<file path="config.mk">
export PLATFORM = sky130hd
export DESIGN_NAME = pipe_hazard_ctl
export DESIGN_NICKNAME = d
export VERILOG_FILES = /design/src/rtl/pipe_hz_pkg.sv /design/src/rtl/hz_match.sv /design/src/rtl/hz_stall_detect.sv /design/src/rtl/hz_fwd_sel.sv /design/src/rtl/pipe_hazard_ctl.sv
export SDC_FILE = /design/constraint.sdc
export NUM_CORES = 1
export LEC_CHECK = 0
export ABC_AREA = 0
export BUFFER_PORTS_ARGS = -buffer_cell sky130_fd_sc_hd__buf_2
export CORE_AREA = 2 2 40 42
export CTS_CLUSTER_DIAMETER = 80
export DETAILED_ROUTE_END_ITERATION = 10
export DIE_AREA = 0 0 42 44
export GPL_TIMING_DRIVEN = 0
export MAX_ROUTING_LAYER = met4
export SYNTH_ARGS = -nofsm -noshare
export SYNTH_HDL_FRONTEND = slang
export SYNTH_HIERARCHICAL = 1
export SYNTH_SLANG_ARGS = --single-unit
</file>
<file path="constraint.sdc">
create_clock -name clk -period 3 [get_ports clk]
set_input_delay 0.6 -clock clk [delete_from_list [all_inputs] [get_ports clk]]
set_output_delay 0.6 -clock clk [all_outputs]
set_load 0.05 [all_outputs]
</file>
<file path="src/rtl/pipe_hz_pkg.sv">
package pipe_hz_pkg;

  typedef enum logic [1:0] {
    FWD_RF    = 2'b00,
    FWD_EXMEM = 2'b01,
    FWD_MEMWB = 2'b10
  } fwd_sel_e;

  localparam int NUM_SRC = 2;

endpackage

</file>
<file path="src/rtl/hz_match.sv">
module hz_match #(
  parameter int REG_AW = 5
) (
  input  logic [REG_AW-1:0] src,
  input  logic [REG_AW-1:0] dst,
  input  logic              wen,
  output logic              hit
);
  localparam logic [REG_AW-1:0] ZERO_REG = '0;

  // a producer counts only when it writes and does not target register 0
  assign hit = wen && (dst != ZERO_REG) && (dst == src);
endmodule

</file>
<file path="src/rtl/hz_stall_detect.sv">
module hz_stall_detect #(
  parameter int N_SRC       = 2,
  parameter bit LATE_BYPASS = 1'b1
) (
  input  logic [N_SRC-1:0] hit_ex,
  input  logic [N_SRC-1:0] hit_mem,
  input  logic             ex_load,
  output logic             stall
);
  logic load_use;

  // load data exists only after memory, so a consumer right behind waits
  assign load_use = ex_load && (|hit_ex);

  generate
    if (LATE_BYPASS) begin : g_full
      assign stall = load_use;
    end else begin : g_no_late
      // without the MEM/WB path a memory-stage producer must reach writeback
      assign stall = load_use || (|hit_mem);
    end
  endgenerate
endmodule

</file>
<file path="src/rtl/hz_fwd_sel.sv">
module hz_fwd_sel
  import pipe_hz_pkg::*;
#(
  parameter bit LATE_BYPASS = 1'b1
) (
  input  logic     clk,
  input  logic     rst,
  input  logic     hit_ex,
  input  logic     hit_mem,
  input  logic     stall,
  output fwd_sel_e sel
);
  fwd_sel_e sel_d;

  // the execute producer moves to EX/MEM, the memory producer to MEM/WB
  always_comb begin
    if (stall) begin
      sel_d = FWD_RF;
    end else if (hit_ex) begin
      sel_d = FWD_EXMEM;
    end else if (LATE_BYPASS && hit_mem) begin
      sel_d = FWD_MEMWB;
    end else begin
      sel_d = FWD_RF;
    end
  end

  always_ff @(posedge clk) begin
    if (rst) begin
      sel <= FWD_RF;
    end else begin
      sel <= sel_d;
    end
  end
endmodule

</file>
<file path="src/rtl/pipe_hazard_ctl.sv">
module pipe_hazard_ctl
  import pipe_hz_pkg::*;
#(
  parameter int REG_AW      = 5,
  parameter bit LATE_BYPASS = 1'b1
) (
  input  logic              clk,
  input  logic              rst,
  input  logic [REG_AW-1:0] id_src_a,
  input  logic [REG_AW-1:0] id_src_b,
  input  logic [REG_AW-1:0] ex_dst,
  input  logic              ex_wen,
  input  logic              ex_load,
  input  logic [REG_AW-1:0] mem_dst,
  input  logic              mem_wen,
  output logic [1:0]        fwd_a,
  output logic [1:0]        fwd_b,
  output logic              stall,
  output logic              bubble
);
  logic [REG_AW-1:0]  srcs [NUM_SRC];
  logic [NUM_SRC-1:0] hit_ex;
  logic [NUM_SRC-1:0] hit_mem;
  fwd_sel_e           sel_q [NUM_SRC];
  logic               hold;

  assign srcs[0] = id_src_a;
  assign srcs[1] = id_src_b;

  generate
    for (genvar i = 0; i < NUM_SRC; i++) begin : g_src
      hz_match #(.REG_AW(REG_AW)) u_ex_cmp (
        .src (srcs[i]),
        .dst (ex_dst),
        .wen (ex_wen),
        .hit (hit_ex[i])
      );

      hz_match #(.REG_AW(REG_AW)) u_mem_cmp (
        .src (srcs[i]),
        .dst (mem_dst),
        .wen (mem_wen),
        .hit (hit_mem[i])
      );

      hz_fwd_sel #(.LATE_BYPASS(LATE_BYPASS)) u_sel (
        .clk     (clk),
        .rst     (rst),
        .hit_ex  (hit_ex[i]),
        .hit_mem (hit_mem[i]),
        .stall   (hold),
        .sel     (sel_q[i])
      );
    end
  endgenerate

  hz_stall_detect #(
    .N_SRC       (NUM_SRC),
    .LATE_BYPASS (LATE_BYPASS)
  ) u_stall (
    .hit_ex  (hit_ex),
    .hit_mem (hit_mem),
    .ex_load (ex_load),
    .stall   (hold)
  );

  assign fwd_a  = sel_q[0];
  assign fwd_b  = sel_q[1];
  assign stall  = hold;
  assign bubble = hold;
endmodule

</file>
==> reports/metrics.yaml <==
floorplan:
  die_h_um: 44
  pin_count: 31
  row_count: 14
  start_util_pct: 31.4
  die_x_um: 42
  core-area_um2: 1420
  die_area_um2: 1850
clock_tree:
  clock_sinks: 4
  hold_buffers: 0
  cts_resized: 0
  root_buffer: "clkbuf_4"
  cts_made_buffers: 3
  htreeDepth: 1
  cts_tree: "built"
  clkTransAtPathRegs_ns: 0.04
  clk_path_buf_depth: 2
  post_cts_buffers: 0
sta:
  finalSetupViolCount: 0
  max_freq_mhz: 383
  finalWorstSetupSlack_ns: 0.389
  rsz0062_at_grt: "no"
  hold_viol: 0
  max_slew_margin_pct: 83.4
  fin_crit_sh_pct: 87.0
  setup_tns_ns: 0
  post-route-min-period_ns: 2.61
  worst_slew_pin_slew_ns: 0.250
  final-max-slew-violation-count: 0
global_routing:
  antenna_found_initial: 0
  grt_max_degree: 7
  grt_pass1_vias: 503
  grt_overflow: 0
  track_usage_pct: 14.1
  grt_pass1_wl_um: 1950
yosys:
  avgSynthCellArea_um2: 8.91
  ys_types: 13
  synth_nets: 75
  synth-seq-cells: 4
  ys_warn_count: 6
  syn_area_um2: 445
  synth-seq-area-share_pct: 18.0
  syn_inst: 50
worst_hold_path:
  hold_depth: 2
  hold_path_class: "in -> reg"
  min_from: "rst"
  hold_path_end: "g_src[0].u_sel/sel[1]"
critical_path:
  path_cells: "buf_2 -> xor2_1 -> nor3_1 -> and4_1 -> o21a_1 -> buf_4 -> buf_2"
  path_class: "in -> out"
  path_delay_family: "buffers and inverters"
  crit_path_end_kind: "output port"
  worstPathRequired_ns: 2.40
  crit_slowest_cell: "and4_1"
  cp_num_buf_inv: 3
  cp-start-kind: "primary input"
  crit_fanout: 6
  path_common_cell: "buf_2"
  max_stage_delay_ns: 0.28
  worst_ep_arrival_time_ns: 2.01
finish:
  largest_reg_flops: 4
  drive_above_1_share_pct: 48.2
  area_growth_pct: 43.3
  nNetsFinal: 110
  regMostFlops: "g_src.u_sel/sel"
  top_regs: "g_src.u_sel/sel (4)"
  num-fill-cells: 148
  final_area_um2: 638
  diodes: 0
placement:
  post-place-ws_ns: 0.394
  hpwl_um: 958
  port_buffers: 30
  place_area_um2: 616
  gp_congestion: 0.696
flow_run:
  cap_viol_max_count: 0
pwr:
  cellLeakagePower_nw: 0.290
  vdd.ir_drop.worst_uv: 78.8
  power_density_nw_per_um2: 279
detailed_routing:
  drcViolationCount: 0
  drt_wl_total_um: 1060
  routedWlPerCell_um: 10.7
  firstDrtPassIters: 1
  initialDrtViolationCount: 0
  vias_per_cell: 4.68
  vias: 463
  ant_nets: 0
run_status:
  status: "complete, no violations"
==> placed cells by master, fill, tap and decap left out, drive strengths merged, types with 2 or more instances in the layout <==
cell type	count
and4	4
buf	31
clkbuf	3
dfxtp	4
nand2	4
nor3	4
nor3b	2
nor4	4
nor4b	2
o21ai	4
or2	4
xnor2	4
xor2	12
==> where the power goes <==
part | internal, W | switching (W) | total (W)
sequential | 0.0000539 | 0.0000000885 | 0.0000540
combinational | 0.0000285 | 0.0000324 | 0.0000608
clock | 0.0000445 | 0.0000188 | 0.0000633
==> cell usage after synthesis, drive strengths merged <==
library cell | count | area [um2]
and4 | 4 | 35.0
buf | 1 | 7.51
dfxtp | 4 | 80.1
nand2 | 4 | 15.0
nor3 | 4 | 20.0
nor3b | 2 | 15.0
nor4 | 4 | 50.1
nor4b | 2 | 30.0
o21a | 1 | 7.51
o21ai | 4 | 20.0
or2 | 4 | 25.0
xnor2 | 4 | 35.0
xor2 | 12 | 105
==> worst max-delay path by stage <==
stage | from | end | slack, ns | cells after the start
floorplan | id_src_b[3] | stall | 0.41 | 5
global placement | ex_dst[3] | stall | 0.39 | 7
detailed placement | ex_dst[3] | stall | 0.39 | 7
CTS | ex_dst[3] | stall | 0.39 | 7
global route | ex_dst[3] | stall | 0.26 | 7
finish | ex_dst[3] | stall | 0.39 | 7
==> logic make-up (layout without fill, tap and decap cells) <==
kind of cell | Yosys count | after routing | synth area share (%)
simple gates | 24 | 24 | 42.7
buf+inv | 1 | 34 | 1.69
xor+xnor | 16 | 16 | 31.5
flops | 4 | 4 | 18.0
compound gates | 5 | 5 | 6.18
==> metal layers <==
layer  global-route usage, %  share of wire (%)
met5                       -                  0
met3                    1.67                4.7
met2                    24.7                 50
met1                    16.3                 45
met4                    5.81                  0
==> metrics by stage <==
stage	hold slack [ns]	total power, W	util, %	cells
detailed placement	0.837	0.000116	43.4	96
floorplan	0.674	0.0000825	-	50
CTS	0.600	0.000181	45.0	99
global placement	0.837	0.000114	43.4	96
finish	0.603	0.000178	45.0	99
global route	0.614	0.000189	45.0	99
==> area by class of cell <==
type	instances	area, um2	area share, %
Timing Repair Buffer	30	150	23.5
Sequential cell	4	80.1	12.5
Multi-Input combinational cell	45	358	56.1
Tap cell	16	20.0	3.14
Clock buffer	3	22.5	3.53
Buffer	1	7.51	1.18
No activity file was read; power rests on OpenSTA's default activity.
